File: config.mk
export PLATFORM = sky130hd
export DESIGN_NAME = rtd_meter
export DESIGN_NICKNAME = d
export VERILOG_FILES = /design/src/rtl/rtd_pkg.sv /design/src/rtl/rtd_loop.sv /design/src/rtl/rtd_ctrl.sv /design/src/rtl/rtd_meter.sv
export SDC_FILE = /design/constraint.sdc
export NUM_CORES = 1
export LEC_CHECK = 0
export CAP_MARGIN = 15
export CORE_MARGIN = 2
export CORE_UTILIZATION = 57
export CTS_CLUSTER_DIAMETER = 200
export CTS_CLUSTER_SIZE = 8
export DETAILED_ROUTE_END_ITERATION = 7
export GPL_TIMING_DRIVEN = 0
export PLACE_DENSITY_LB_ADDON = 0.2
export SYNTH_ARGS = -nofsm -noshare
export SYNTH_HDL_FRONTEND = slang
export SYNTH_SLANG_ARGS = --single-unit
export TNS_END_PERCENT = 5
File: constraint.sdc
create_clock -name clk -period 5.8 [get_ports clk]
set_input_delay 0.87 -clock clk [delete_from_list [all_inputs] [get_ports clk]]
set_output_delay 0.87 -clock clk [all_outputs]
set_load 0.02 [all_outputs]
File: src/rtl/rtd_pkg.sv
package rtd_pkg;
  typedef enum logic [1:0] {
    ST_IDLE = 2'd0,
    ST_SEND = 2'd1,
    ST_WAIT = 2'd2
  } rtd_state_e;
endpackage

File: src/rtl/rtd_loop.sv
module rtd_loop (
  input  logic clk,
  input  logic rst_n,
  input  logic fresh_i,
  input  logic ready_i,
  output logic valid_o
);
  logic pend_q;

  // arrivals merge into a single pending slot; a new arrival wins over a drain
  always_ff @(posedge clk) begin
    if (!rst_n) pend_q <= 1'b0;
    else        pend_q <= (pend_q && !ready_i) || fresh_i;
  end

  assign valid_o = pend_q;
endmodule

File: src/rtl/rtd_ctrl.sv
module rtd_ctrl
  import rtd_pkg::*;
#(
  parameter int CNT_W = 12
) (
  input  logic             clk,
  input  logic             rst_n,
  input  logic             start_i,
  input  logic [CNT_W-1:0] lim_i,
  input  logic             probe_ready_i,
  input  logic             echo_i,
  output logic             probe_valid_o,
  output logic             busy_o,
  output logic             res_valid_o,
  output logic [CNT_W-1:0] res_delay_o,
  output logic             res_half_o,
  output logic             timeout_o
);
  localparam int RT_W = CNT_W + 1;

  rtd_state_e       st_q;
  logic [CNT_W-1:0] cnt_q;
  logic [CNT_W-1:0] lim_q;
  logic [RT_W-1:0]  rt;
  logic             reached;

  // round trip in edges, counting the current one
  assign rt      = {1'b0, cnt_q} + RT_W'(1);
  assign reached = (rt >= {1'b0, lim_q});

  always_ff @(posedge clk) begin
    if (!rst_n) begin
      st_q        <= ST_IDLE;
      cnt_q       <= '0;
      lim_q       <= '0;
      res_valid_o <= 1'b0;
      res_delay_o <= '0;
      res_half_o  <= 1'b0;
      timeout_o   <= 1'b0;
    end else begin
      unique case (st_q)
        ST_IDLE: if (start_i) begin
          st_q        <= ST_SEND;
          lim_q       <= lim_i;
          res_valid_o <= 1'b0;
          timeout_o   <= 1'b0;
        end
        ST_SEND: if (probe_ready_i) begin
          st_q  <= ST_WAIT;
          cnt_q <= '0;
        end
        ST_WAIT: begin
          if (echo_i) begin
            st_q        <= ST_IDLE;
            res_valid_o <= 1'b1;
            res_delay_o <= rt[RT_W-1:1];
            res_half_o  <= rt[0];
          end else if (reached) begin
            st_q      <= ST_IDLE;
            timeout_o <= 1'b1;
          end else begin
            cnt_q <= rt[CNT_W-1:0];
          end
        end
        default: st_q <= ST_IDLE;
      endcase
    end
  end

  assign probe_valid_o = (st_q == ST_SEND);
  assign busy_o        = (st_q != ST_IDLE);
endmodule

File: src/rtl/rtd_meter.sv
module rtd_meter #(
  parameter int CNT_W = 12
) (
  input  logic             clk,
  input  logic             rst_n,
  input  logic             start_i,
  input  logic [CNT_W-1:0] timeout_lim_i,
  output logic             probe_valid_o,
  input  logic             probe_ready_i,
  input  logic             rx_strobe_i,
  input  logic             rx_echo_i,
  output logic             loop_valid_o,
  input  logic             loop_ready_i,
  output logic             busy_o,
  output logic             res_valid_o,
  output logic [CNT_W-1:0] res_delay_o,
  output logic             res_half_o,
  output logic             timeout_o
);
  logic fresh;
  logic echo;

  assign fresh = rx_strobe_i && !rx_echo_i;
  assign echo  = rx_strobe_i &&  rx_echo_i;

  rtd_loop u_loop (
    .clk     (clk),
    .rst_n   (rst_n),
    .fresh_i (fresh),
    .ready_i (loop_ready_i),
    .valid_o (loop_valid_o)
  );

  rtd_ctrl #(.CNT_W(CNT_W)) u_ctrl (
    .clk           (clk),
    .rst_n         (rst_n),
    .start_i       (start_i),
    .lim_i         (timeout_lim_i),
    .probe_ready_i (probe_ready_i),
    .echo_i        (echo),
    .probe_valid_o (probe_valid_o),
    .busy_o        (busy_o),
    .res_valid_o   (res_valid_o),
    .res_delay_o   (res_delay_o),
    .res_half_o    (res_half_o),
    .timeout_o     (timeout_o)
  );
endmodule

* Yosys cells after proc, flatten, opt, wreduce, memory -nomap -nowiden
Cells that the tools add are included.
W data, S select, Z words.
** Operators by class
- Reductions and logical operators :: 16
- $lt $le $gt $ge :: 1
- Multiplexer cells :: 15
- $add $sub $neg :: 1
- Equal/unequal tests :: 9
** Operators with widths (count)
- $mux W12 :: 3
- $pmux W12 S2 :: 1
- $add A12 B1 Y13 const B :: 1
- $ge A13 B12 Y1 :: 1
- $mux W2 :: 4
- $ne A2 B2 Y1 const B :: 4
- $reduce_and A4 Y1 :: 2
- $pmux W2 S3 :: 1
- $reduce_and A3 Y1 :: 2
- $reduce_bool A2 Y1 :: 3
- $mux W1 :: 4
- $ne A2 B1 Y1 const B :: 2
- $pmux W1 S2 :: 2
- $reduce_and A2 Y1 :: 2
- $logic_and A1 B1 Y1 :: 3
- $ne A3 B2 Y1 const B :: 1
- $eq A2 B1 Y1 const B :: 1
- $eq A2 B2 Y1 const B :: 1
- $logic_not A1 Y1 :: 2
- $logic_not A2 Y1 :: 1
- $logic_or A1 B1 Y1 :: 1
** Word-level totals
- Word-level logic and storage cells :: 50
- Bits of input ports :: 19
- Output and inout bits :: 18
- Register bits after elaboration :: 42

* Longest topological paths before layout
- Depth in word-level cells :: 5
- Mapped depth :: 11
- Depth with buffers taken out :: 10

* Modules after synthesis
A second synthesis with hierarchy kept.
** Second synthesis, totals
- Cell total of the unflattened synthesis :: 263
- Area total of the unflattened synthesis :: 2198.4 um2
** Modules (own cells, without submodules)
- rtd_ctrl :: area an instance 2140.8 um2, times used 1, cells an instance 258
- rtd_loop :: area an instance 41.3 um2, times used 1, cells an instance 3
- rtd_meter :: area an instance 16.3 um2, times used 1, cells an instance 2

* Worst setup path before layout
OpenSTA, ideal clock, no wires.
- Path type :: register to register
- Start :: register u_ctrl.cnt_q[0]
- End :: register u_ctrl.cnt_q[0]
- Setup slack :: 3087 ps
- Buffers on the path :: 1
- Cell stages (with the launch flop) :: 11
- Arrival :: 2594 ps
- Period minus slack after synthesis :: 2713 ps
- Path through :: dfxtp_1 > ha_1 > nand4_4 > nor3_1 > xor2_1 > ha_1 > a21o_1 > a2111oi_4 > nand4_1 > buf_6 > mux2i_1
** Between the ends
- Word-level cells in the longest chain between the ends :: 4
- Elaborated cells between the ends (all ways) :: 7
** RTL lines
- start, declared :: RTL line rtd_ctrl.sv:22 : logic [CNT_W-1:0] cnt_q;
- start signal, assigned :: RTL line rtd_ctrl.sv:62 : cnt_q <= rt[CNT_W-1:0];
- $add A12 B1 Y13 :: RTL line rtd_ctrl.sv:28 : assign rt = {1'b0, cnt_q} + RT_W'(1);
- named net u_ctrl.rt[10] :: RTL line rtd_ctrl.sv:24 : logic [RT_W-1:0] rt;
- $ge A13 B12 Y1 :: RTL line rtd_ctrl.sv:29 : assign reached = (rt >= {1'b0, lim_q});
- $ne A2 B2 Y1 (no source line)
- $reduce_and A4 Y1 (no source line)
The timed path passes the listed nets, and every way through them passes these cells. The select of a mux whose other input is x is not followed.
A chain may end at the register's enable or synchronous reset.

* Worst setup path in the final report
- Start :: register u_ctrl.cnt_q[0]
- End :: register u_ctrl.cnt_q[11]
Same word-level chain as after synthesis.

==> flow_summary.ini <==
[outcome]
outcome = finished, final reports clean

[route]
drtPass1Iterations = 4
finalWirelength_um = 5070
dr.first_iter.drc_count = 139
vias_per_cell = 5.45
drc = 0
wire_per_inst_um = 14.5
final_antenna_net_count = 0
vias = 1909

[power_and_ir_drop]
combPwrFrac = 0.131
intPower_uw = 410
netSwitchingFraction = 0.257
pwr-share-seq = 0.543
vdd_ir_drop_max_mv = 0.158
power_frac_clock = 0.326
p_leak_nw = 1.07
power_density_nw_per_um2 = 207
switchingPower_uw = 142
power_uw = 552

[die]
core_area_sq_um = 3660
fp.dieW_um = 65.8
rows = 22
die-area_sq_um = 4330
ios = 37
start_util = 0.595
die_h_um = 65.8

[setup_path]
crit_path_end_kind = flip-flop
cp-start-kind = flip-flop
critPathLaunch = u_ctrl.cnt_q[0]
cp.arrival_ps = 3460
r2r_start = u_ctrl.cnt_q[0]
crit_type = flip-flop to flip-flop
rr_worst_depth = 10
rr_endpoint = u_ctrl.cnt_q[11]
crit_end = u_ctrl.cnt_q[11]
ff2ff_setup_slack_ps = 2530
worstPathMaxFanout = 10
required_ps = 5990

[timing]
setup-violations-final = 0
fmax_ghz = 0.305
tightestPinTransition_ps = 690
holdWs_ps = 458
fin_crit_sh = 0.564
setup_tns_ps = 0
setup_slack_ps = 2530
final_max_slew_viol_count = 0
skew_ps = 9.86
hold_violations = 0
period_needed_ps = 3270
grt_setup_unrepaired = no
slew_headroom = 0.538

[global_routing]
antenna_found_initial = 0
use_met3 = 0.0443
grtUsageMet1 = 0.322
grt_pass1_vias = 1873
met2_usage = 0.433
grt_usage = 0.259
grt_pass1_wl_um = 8380
top_usage_layer = met2
overflow = 0
grt_max_degree = 12

[cts]
ctsRootBufferMaster = clkbuf_8
cts_buffers = 5
cts_tree = yes
cts.sinks = 42
clk-insertion-delay-late_ps = 300
hold_buffers = 0
cts-resized-gates = 0
clockBufferDepth = 2
post_cts_buffers = 0
path_clk_slew_ps = 80
htree_num_levels = 2

[logic_synthesis]
synth_area_leader_cell = dfxtp_1
syn_inst = 260
synth.distinct_cells = 37
yosys.cell_count.top_type = nand2_1
post-synth-top-area-fraction = 0.386
synth_flop_cell = dfxtp_1
synth_seq_cells = 42
synth_edf_count = 0
synth_area_leaders = dfxtp_1 39%, mux2i_1 9.2%, nand2_1 9.0%, ha_1 7.5%, a21oi_1 4.6%
syn-cell-area_sq_um = 2180
synthArstFlopShare = 0
synthTopCellsByCount = 52 x nand2_1, 42 x dfxtp_1, 24 x nor2_1
ys_seq_area_frac = 0.386
ys_warn_count = 0
avgSynthCellArea_sq_um = 8.38
syn_nets = 292

[run]
drv_cap = 0

[placed_design]
gp_routability_congestion = 0.874
portBuffers = 35
place_hpwl_um = 3700
dpl_cell_area_sq_um = 2590
pre_cts_ws_ps = 2640

[finish]
finalNetCount = 334
seq_area_sq_um = 841
area_growth_pct = 22.3
nFillCells = 296
multi_input_area_sq_um = 1220
stdcell_area_sq_um = 2670
antenna_cells = 0
drive_gt1_frac = 0.0563

[hold_path]
min_path_type = flip-flop to flip-flop
## per-layer routing
| layer | wire length (um) | vias up | share of wire |
|---|---|---|---|
| met5 | 0 | - | 0 |
| met4 | 99 | 0 | 0.020 |
| met3 | 276 | 9 | 0.054 |
| met2 | 2450 | 49 | 0.48 |
| met1 | 2240 | 890 | 0.44 |
| li1 | - | 961 | - |
## per-stage QoR
stage / util / cells
5_1_grt: 0.728 / 350
3_3_place_gp: 0.707 / 343
2_1_floorplan: - / 260
4_1_cts: 0.728 / 350
6_report: 0.728 / 350
3_5_place_dp: 0.707 / 343
## how the worst min path moves through the flow
stage,from,to,slack [ps],cells after the start
6_report,u_ctrl.lim_q[8],u_ctrl.lim_q[8],460,2
5_1_grt,u_ctrl.lim_q[10],u_ctrl.lim_q[10],490,2
4_1_cts,u_ctrl.lim_q[7],u_ctrl.lim_q[7],460,2
3_5_place_dp,u_ctrl.lim_q[7],u_ctrl.lim_q[7],450,2
3_3_place_gp,u_ctrl.lim_q[10],u_ctrl.lim_q[10],440,2
2_1_floorplan,u_ctrl.lim_q[10],u_ctrl.lim_q[10],440,2
## cells in the final DEF (no fill, tap or decap), drive strengths merged
cell type and n:
nand2 52, dfxtp 42, clkdlybuf4s50 35, nor2 24, a21oi 20, mux2i 20
inv 16, ha 13, clkbuf 12, nand3 11, buf 6, xnor2 5
xor2 5, nand2b 5, nand4 5, o21ai 4, nor3 3, a31o 3
o211ai 3, nor4 3, a211o 2, a21o 2, nor2b 1, and4b 1
o21bai 1, a2111oi 1, a31oi 1, o211a 1, nand4b 1, nor3b 1
or3 1, and2 1, a211oi 1
## state kept, by name, summed over array words and instances, names as in the netlist
name and cells:
u_ctrl.cnt_q 12, u_ctrl.lim_q 12, u_ctrl.res_delay_o 12, u_ctrl.st_q 2
u_ctrl.res_half_o 1, u_ctrl.res_valid_o 1, u_ctrl.timeout_o 1, u_loop.valid_o 1
## logic make-up after synthesis
family	share of synthesized area
simple gates	0.233
flops	0.386
compound gates	0.119
buf+inv	0.0551
mux	0.0918
fa+ha+maj	0.0746
xor+xnor	0.0402
## critical path: stages (launching register included)
cell and delay, ps:
dfxtp_1 500, ha_1 360, nand4_4 160, nor3_1 250, xor2_1 330, ha_1 320
a21o_1 200, a2111oi_4 530, nand4_1 180, buf_6 200, mux2i_1 120
## power by group through the flow
stage          combinational [mW]  sequential (mW)  clock, mW
3_3_place_gp               0.0702            0.306          0
3_5_place_dp               0.0715            0.307          0
4_1_cts                    0.0719            0.300      0.183
5_1_grt                    0.0801            0.301      0.190
2_1_floorplan              0.0427            0.306          0
6_report                   0.0721            0.300      0.180
## area by class of cell
| class | count | share of cell area |
|---|---|---|
| multi-input combinational | 191 | 0.457 |
| clock buffer | 7 | 0.0286 |
| inverter | 16 | 0.0225 |
| buffer | 11 | 0.0225 |
| timing repair buffer | 35 | 0.131 |
| sequential | 42 | 0.315 |
| tap | 48 | 0.0225 |
Note: power is estimated with default switching activity, not from simulation.
